$ cat src/rtl/kscan_pkg.sv
package kscan_pkg;

    typedef struct packed {
        logic [1:0] wcode;
        logic [1:0] gcode;
    } kscan_cfg_t;

    typedef enum logic {
        PH_PULSE = 1'b0,
        PH_GAP   = 1'b1
    } kscan_phase_t;

    // Pulse length in strobes: base doubled per code step.
    function automatic int unsigned pulse_len(int unsigned base, logic [1:0] wcode);
        return base << wcode;
    endfunction

    // Slot length in pulse widths; the reserved code falls back to the widest.
    function automatic int unsigned slot_factor(logic [1:0] gcode);
        case (gcode)
            2'd0:    return 2;
            2'd1:    return 3;
            default: return 4;
        endcase
    endfunction

endpackage

$ cat src/rtl/kscan_timer.sv
module kscan_timer
    import kscan_pkg::*;
#(
    parameter int NSLOTS = 17,
    parameter int BASE   = 4,
    parameter int CNT_W  = 8,
    parameter int SLOT_W = 5
) (
    input  logic              clk,
    input  logic              rst,
    input  logic              run,
    input  logic              tick,
    input  kscan_cfg_t        cfg,
    output logic [SLOT_W-1:0] slot,
    output kscan_phase_t      phase,
    output logic              sample_now,
    output logic              cycle_end
);
    logic [CNT_W-1:0] cnt;
    logic [CNT_W-1:0] plen;
    logic [CNT_W-1:0] slen;
    logic             slot_end;
    logic             last_slot;

    assign plen      = CNT_W'(pulse_len(BASE, cfg.wcode));
    assign slen      = CNT_W'(pulse_len(BASE, cfg.wcode) * slot_factor(cfg.gcode));
    assign last_slot = (slot == SLOT_W'(NSLOTS - 1));
    assign slot_end  = run && tick && (cnt >= slen - CNT_W'(1));

    always_ff @(posedge clk) begin
        if (rst || !run) begin
            cnt  <= '0;
            slot <= '0;
        end else if (tick) begin
            if (cnt >= slen - CNT_W'(1)) begin
                cnt  <= '0;
                slot <= last_slot ? '0 : slot + SLOT_W'(1);
            end else begin
                cnt <= cnt + CNT_W'(1);
            end
        end
    end

    assign phase      = (cnt < plen) ? PH_PULSE : PH_GAP;
    assign sample_now = run && tick && (cnt == plen - CNT_W'(1));
    assign cycle_end  = slot_end && last_slot;

endmodule

$ cat src/rtl/kscan_drive.sv
module kscan_drive
    import kscan_pkg::*;
#(
    parameter int NLINES = 17,
    parameter int SLOT_W = 5
) (
    input  logic              run,
    input  logic [SLOT_W-1:0] slot,
    input  kscan_phase_t      phase,
    input  logic [NLINES-1:0] line_sel,
    input  logic [NLINES-1:0] in_only,
    output logic [NLINES-1:0] scan_own,
    output logic [NLINES-1:0] drv_low
);
    for (genvar i = 0; i < NLINES; i++) begin : g_line
        // Descending order: the highest line owns slot 0.
        localparam int OWN_SLOT = NLINES - 1 - i;
        logic mine;
        assign mine        = (slot == SLOT_W'(OWN_SLOT));
        assign scan_own[i] = run && line_sel[i];
        assign drv_low[i]  = run && line_sel[i] && !in_only[i] && mine && (phase == PH_PULSE);
    end

endmodule

$ cat src/rtl/kscan_sample.sv
module kscan_sample #(
    parameter int NLINES = 17,
    parameter int SLOT_W = 5
) (
    input  logic              clk,
    input  logic              rst,
    input  logic              sample_now,
    input  logic [SLOT_W-1:0] slot,
    input  logic [NLINES-1:0] line_sel,
    input  logic [NLINES-1:0] in_only,
    input  logic [NLINES-1:0] ret_in,
    output logic [NLINES-1:0] key_state
);
    logic [NLINES-1:0] slot_hit;

    for (genvar s = 0; s < NLINES; s++) begin : g_slot
        localparam int LINE = NLINES - 1 - s;
        logic [NLINES-1:0] others;
        logic              can_drive;
        always_comb begin
            others       = line_sel;
            others[LINE] = 1'b0;
        end
        assign can_drive   = line_sel[LINE] && !in_only[LINE];
        assign slot_hit[s] = can_drive && (|(~ret_in & others));
    end

    always_ff @(posedge clk) begin
        if (rst) begin
            key_state <= '0;
        end else if (sample_now) begin
            for (int s = 0; s < NLINES; s++) begin
                if (slot == SLOT_W'(s)) key_state[s] <= slot_hit[s];
            end
        end
    end

endmodule

$ cat src/rtl/kscan_seq.sv
module kscan_seq
    import kscan_pkg::*;
#(
    parameter int NLINES     = 17,
    parameter int PULSE_BASE = 4
) (
    input  logic              clk,
    input  logic              rst,
    input  logic              tick,
    input  logic              scan_en,
    input  logic [16:0]       line_sel,
    input  logic [16:0]       in_only,
    input  logic [1:0]        width_code,
    input  logic [1:0]        gap_code,
    input  logic [16:0]       ret_in,
    output logic [16:0]       scan_own,
    output logic [16:0]       drv_low,
    output logic [16:0]       key_state,
    output logic [4:0]        cur_slot,
    output logic              cycle_done
);
    localparam int MAX_SLOT = PULSE_BASE * 8 * 4;
    localparam int CNT_W    = $clog2(MAX_SLOT + 1);
    localparam int SLOT_W   = $clog2(NLINES);

    kscan_cfg_t   cfg;
    kscan_phase_t phase;
    logic         sample_now;

    assign cfg.wcode = width_code;
    assign cfg.gcode = gap_code;

    kscan_timer #(
        .NSLOTS(NLINES), .BASE(PULSE_BASE), .CNT_W(CNT_W), .SLOT_W(SLOT_W)
    ) i_timer (
        .clk(clk), .rst(rst), .run(scan_en), .tick(tick), .cfg(cfg),
        .slot(cur_slot), .phase(phase), .sample_now(sample_now), .cycle_end(cycle_done)
    );

    kscan_drive #(.NLINES(NLINES), .SLOT_W(SLOT_W)) i_drive (
        .run(scan_en), .slot(cur_slot), .phase(phase),
        .line_sel(line_sel), .in_only(in_only),
        .scan_own(scan_own), .drv_low(drv_low)
    );

    kscan_sample #(.NLINES(NLINES), .SLOT_W(SLOT_W)) i_sample (
        .clk(clk), .rst(rst), .sample_now(sample_now), .slot(cur_slot),
        .line_sel(line_sel), .in_only(in_only), .ret_in(ret_in),
        .key_state(key_state)
    );

endmodule

$ cat config.mk
export PLATFORM = sky130hd
export DESIGN_NAME = kscan_seq
export DESIGN_NICKNAME = d
export VERILOG_FILES = /design/src/rtl/kscan_pkg.sv /design/src/rtl/kscan_timer.sv /design/src/rtl/kscan_drive.sv /design/src/rtl/kscan_sample.sv /design/src/rtl/kscan_seq.sv
export SDC_FILE = /design/constraint.sdc
export NUM_CORES = 1
export LEC_CHECK = 0
export ABC_CLOCK_PERIOD_IN_PS = 9100
export BUFFER_PORTS_ARGS = -buffer_cell sky130_fd_sc_hd__buf_2
export CORE_MARGIN = 2
export CORE_UTILIZATION = 50
export DETAILED_ROUTE_END_ITERATION = 12
export GPL_TIMING_DRIVEN = 0
export PLACE_DENSITY = 0.82
export SLEW_MARGIN = 20
export SYNTH_ARGS = -nofsm -noshare
export SYNTH_HDL_FRONTEND = slang
export SYNTH_HIERARCHICAL = 1
export SYNTH_SLANG_ARGS = --single-unit
export TNS_END_PERCENT = 30
$ cat constraint.sdc
create_clock -name clk -period 9.1 [get_ports clk]
set_input_delay 0.455 -clock clk [delete_from_list [all_inputs] [get_ports clk]]
set_output_delay 0.455 -clock clk [all_outputs]
set_load 0.02 [all_outputs]
**Word-level counts from Yosys, hierarchy flattened**

Index checks and enable logic that the tools add are counted.

- $add $sub $neg: 4
- Multipliers: 1
- Order comparisons: 2
- Equality and inequality tests: 18
- Shifts and indexed selects: 1
- Mux-type cells: 3
- Bitwise gates (word level): 18
- Reductions and logical operators: 162

Operator list:

| kind | number |
|---|---|
| $reduce_or A17 Y1 | 17 |
| $and A17 B17 Y17 | 16 |
| $logic_and A1 B1 Y1 | 106 |
| $eq A5 B4 Y1 const B | 8 |
| $reduce_and A2 Y1 | 18 |
| $mul A32 B3 Y8 | 1 |
| $shl A3 B2 Y32 const A | 1 |
| $eq A5 B3 Y1 const B | 4 |
| $logic_not A1 Y1 | 18 |
| $and A17 B16 Y17 | 1 |
| $not A17 Y17 | 1 |
| $sub A8 B1 Y8 const B | 2 |
| $eq A5 B2 Y1 const B | 2 |
| $add A8 B1 Y8 const B | 1 |
| $eq A8 B8 Y1 | 1 |
| $ge A8 B8 Y1 | 1 |
| $lt A8 B8 Y1 | 1 |
| $mux W8 | 1 |
| $pmux W3 S2 | 1 |
| $add A5 B1 Y5 const B | 1 |
| $eq A5 B1 Y1 const B | 1 |
| $eq A5 B5 Y1 const B | 1 |
| $logic_not A5 Y1 | 1 |
| $mux W5 | 1 |
| other kinds (3) | 3 |

- Bits in registers: 30
- Input port bits: 59
- Output and inout bits: 57

**Depth between registers and ports, before layout**

- Depth in word-level cells: 7
- Mapped depth: 16
- Gate-level depth less buffers: 16

**Hierarchy**

The synthesis kept the hierarchy.

By module, submodules not included:

| module | instances | cells each | area an instance (sq um) | seq. area each (sq um) |
|---|---|---|---|---|
| kscan_sample | 1 | 155 | 1257.5 | 340.3 |
| kscan_timer | 1 | 147 | 1206.2 | 260.2 |
| kscan_drive | 1 | 54 | 437.9 | 0.0 |

**Worst setup path before layout**

Ideal clock, no wire load.

- Kind: input to output
- From: in width_code[0]
- To: out cycle_done
- Arrival: 3439 ps
- Data required time: 8645 ps
- Setup slack: 5206 ps
- Stages: 12
- Buffers on the path: 1
- Path through: clkbuf_1 -> or3_1 -> fa_1 -> fa_1 -> inv_1 -> a21o_1 -> a21oi_1 -> xnor2_1 -> ha_1 -> o21a_1 -> o21ai_1 -> nor3_1

- Cells in the longest elaborated chain, start to end: 6

Ends and longest elaborated chain:

| element | line | source |
|---|---|---|
| start: declaration | kscan_seq.sv:13 | `input logic [1:0] width_code,` |
| $shl A3 B2 Y32 | kscan_pkg.sv:15 | `return base << wcode;` |
| $mul A32 B3 Y8 | kscan_timer.sv:26 | `assign slen = CNT_W'(pulse_len(BASE, cfg.wcode) * slot_factor(cfg.gcode));` |
| $sub A8 B1 Y8 | kscan_timer.sv:28 | `assign slot_end = run && tick && (cnt >= slen - CNT_W'(1));` |
| $ge A8 B8 Y1 | kscan_timer.sv:28 |  |
| $logic_and A1 B1 Y1 | kscan_timer.sv:28 |  |
| $logic_and A1 B1 Y1 | kscan_timer.sv:46 | `assign cycle_end = slot_end && last_slot;` |
| end: declaration | kscan_seq.sv:20 | `output logic cycle_done` |

Every way passes these cells.

**Worst setup path in the final report**

Same ends and word-level chain as after synthesis.

==> metrics.md <==
| Metric | Value |
|---|---|
| Ys flop type | dfxtp_1 |
| Worst-margin pin slew | 0.889 ns |
| Core area | 5540 um2 |
| Tcrit/Tclk final | 47.2% |
| # DRC | 0 |
| Clk Latency, worst-skew pair | 0.29 ns |
| Final hold viol count | 0 |
| Most frequent cell after synthesis | nand2_1 |
| Data required, critical path | 8.65 ns |
| NumNets Final | 558 |
| TritonCTS Buffers | 5 |
| Max FO, Critical Path | 10 |
| Synth Net Count | 437 |
| TritonCTS clock tree | built |
| Pin count of the biggest net entering global routing | 24 |
| Clk Tree Root Cell | clkbuf_8 |
| Peak supply drop | ~0.094 mV |
| Initial antenna violation count | 0 |
| Row Count | 27 |
| Syn_area_per_cell | 8.15 um2 |
| Worst Hold Margin | just under 0.5 ns |
| Post-CTS sizing | 0 |
| Chip Height | 80.2 um |
| Multi-input gate area | 2200 um2 |
| First-pass iteration count of the detailed router | 5 |
| Crit-path cells | buf_2 -> clkbuf_1 -> or3_1 -> fa_1 -> inv_1 -> ha_1 -> a21o_1 -> a21oi_1 -> xor2_1 -> ha_1 -> o21a_1 -> o21ai_1 -> nor3_1 -> buf_2 |
| Synth top area share | 20.7% |
| Synth-to-Final Area Change | 26.1% |
| Min-Delay Path Class | input pin to flip-flop |
| Post-route ant nets | 0 |
| Final Setup Violations | 0 |
| Status | finished, final reports clean |
| WS Path Type | input pin to primary output |
| Postcts setup bufs | 0 |
| Max incr delay on CP | 0.57 ns |
| Initial DRC count | approximately 210 |
| Placement Cell Area | 3560 um2 |
| Die width | between 80 and 90 um |
| Vias per cell | 6.02 |
| Most frequent cells after synthesis | 33 x nand2_1, 30 x dfxtp_1, 23 x nand2b_1, 22 x inv_1 |
| Fin. max-slew vios | 0 |
| Unrepaired setup endpoints after global routing | no |
| Clk buf depth | 2 |
| Final min period | 4.30 ns |
| Initial Util | 52.4% |
| Slew headroom | 39.9% |
| Mapped Area | 2900 um2 |
| Post-synth EDFFs | 0 |
| CP arrival | between 3 and 4 ns |
| Clock transition at the registers of the reported paths | about 0.06 ns |
| Maxcap violations | 0 |
| CTS H-tree lvls | 2 |
| Power Density | 89.7 nW/um2 |
| Fillers | 493 |
| Crit end category | primary output |
| Vias in the first global route | 3,045 |
| GRT Overall Usage | 28.6% |
| Share of layout cells above drive strength 1 | between 30% and 40% |
| Die area | roughly 6400 um2 |
| FMAX | 233 MHz |
| Num ports | 116 |
| Routability cong. | 0.943 |
| Final wirelength | approximately 9200 um |
| Startpoint Class | input pin |
| # port buffers | around 110 |
| Global-route wire length before repair | between 10,000 and 15,000 um |
| P_leak | around 1.6 nW |
| Routed via count | approximately 3,300 |
| Wire per inst | 16.7 um |
| Sequential fraction of the synthesis area | roughly 21% |
| Synth Register Bits | 30 |
| Leading area contributor after synthesis | dfxtp_1 |
| Post-synthesis cell count | 356 |
| Synth Warn # | 6 |
| Seq. cell area | about 600 um2 |
| Hold buffers post-CTS | 0 |
| Clock Skew | 0.00383 ns |
| Hpwl dp | 7240 um |
| Ranking of synthesized cells by area | dfxtp_1 21%, ha_1 8.2%, nand2b_1 5.0% |
| Synth async-reset ratio | 0% |
| # diodes | 0 |
| Post-synth cell types | 56 |
| Slowest stage cell, crit path | fa_1 |
| Design area | approximately 3700 um2 |
| Grt total ovfl | 0 |
| Setup TNS | 0 ns |
| # clock sinks | 30 |
==> report_power, final <==
| group | internal [mW] | total (mW) | switching (mW) |
|---|---|---|---|
| Clock | 0.0609 | 0.112 | 0.0509 |
| Combinational | 0.0352 | 0.0845 | 0.0493 |
| Sequential | 0.132 | 0.132 | 0.000288 |
==> flip-flops by register name (all words and copies together) (netlist names) <==
register / cells
i_timer/slot: 5
i_sample/key_state: 17
i_timer/cnt: 8
==> placed cells by master (no fill, tap or decap), types with 3 or more instances in the layout <==
cell type and n:
nand3_1 4, or4b_1 5, ha_1 19, nand2b_1 23, xnor2_1 7, a21o_1 6, nor4_2 4, o31a_1 5
and2_1 14, dfxtp_1 30, nand2_1 33, o21a_1 4, nor3_1 8, or4_1 4, or2_2 3, nand4bb_1 3
o41a_1 5, nor4_1 6, fa_1 3, xor2_1 6, nor2b_1 10, clkbuf_8 6, a311oi_1 4, buf_2 116
nor4b_1 4, inv_1 22, nand4b_1 11, o21ai_0 18, a21oi_1 19, o31ai_1 3, nor4b_2 4, clkbuf_1 6
nor2_1 18, a41oi_1 5, nand4_1 7
==> through the flow <==
| stage | utilization (%) | instances | worst slack [ns] | power (mW) |
|---|---|---|---|---|
| floorplan | - | 356 | 5.21 | 0.187 |
| global placement | 64.3 | 542 | 4.82 | 0.216 |
| detailed placement | 64.3 | 542 | 4.79 | 0.218 |
| CTS | 65.9 | 550 | 4.79 | 0.329 |
| global route | 66.1 | 550 | 4.56 | 0.346 |
| finish | 66.1 | 550 | 4.80 | 0.328 |
==> path summary, 6_finish.rpt <==
check                        start                     to  slack, ns  cells past startpoint
max reg2reg         i_timer/cnt[2]  i_sample/key_state[3]       5.75                      7
min                     in_only[9]  i_sample/key_state[7]       0.48                      3
max                  width_code[0]             cycle_done       4.80                     14
min reg2reg  i_sample/key_state[7]  i_sample/key_state[7]       0.54                      2
==> logic make-up after synthesis <==
group	count (synthesis)	share of synthesized area (%)
buffers and inverters	29	3.84
AND/OR/NAND/NOR	180	41.7
adder cells (fa/ha/maj)	22	10.3
flip-flops	30	20.7
AO/OA/AOI/OAI	80	18.8
XOR/XNOR	13	3.92
multiplexers	2	0.690
==> worst max-delay path: cells and delay by family <==
family | cells | cell delay (ns)
AOI/OAI and AO/OA | 4 | 0.96
and+or+nand+nor | 2 | 0.56
adders and majority gates | 3 | 1.11
xor gates and xnor gates | 1 | 0.19
buffers and inverters | 4 | 0.55
==> final cells by class <==
| class | count | share of cell area (%) |
|---|---|---|
| multi-input cells | 297 | 60.0 |
| flip-flops and latches | 30 | 16.4 |
| repair buffers | 114 | 15.6 |
| well taps | 72 | 2.46 |
| clock buffers | 7 | 2.36 |
| inverters | 22 | 2.26 |
| plain buffers | 7 | 0.786 |
| clock inverters | 1 | 0.137 |
==> per-layer routing <==
layer	up-vias	track usage, %	routed length [um]
li1	1587	-	-
met1	1548	32.8	3790
met2	153	50.2	4460
met3	25	5.62	648
met4	0	14.2	301
met5	-	0	0
No activity file was read; power rests on OpenSTA's default activity.
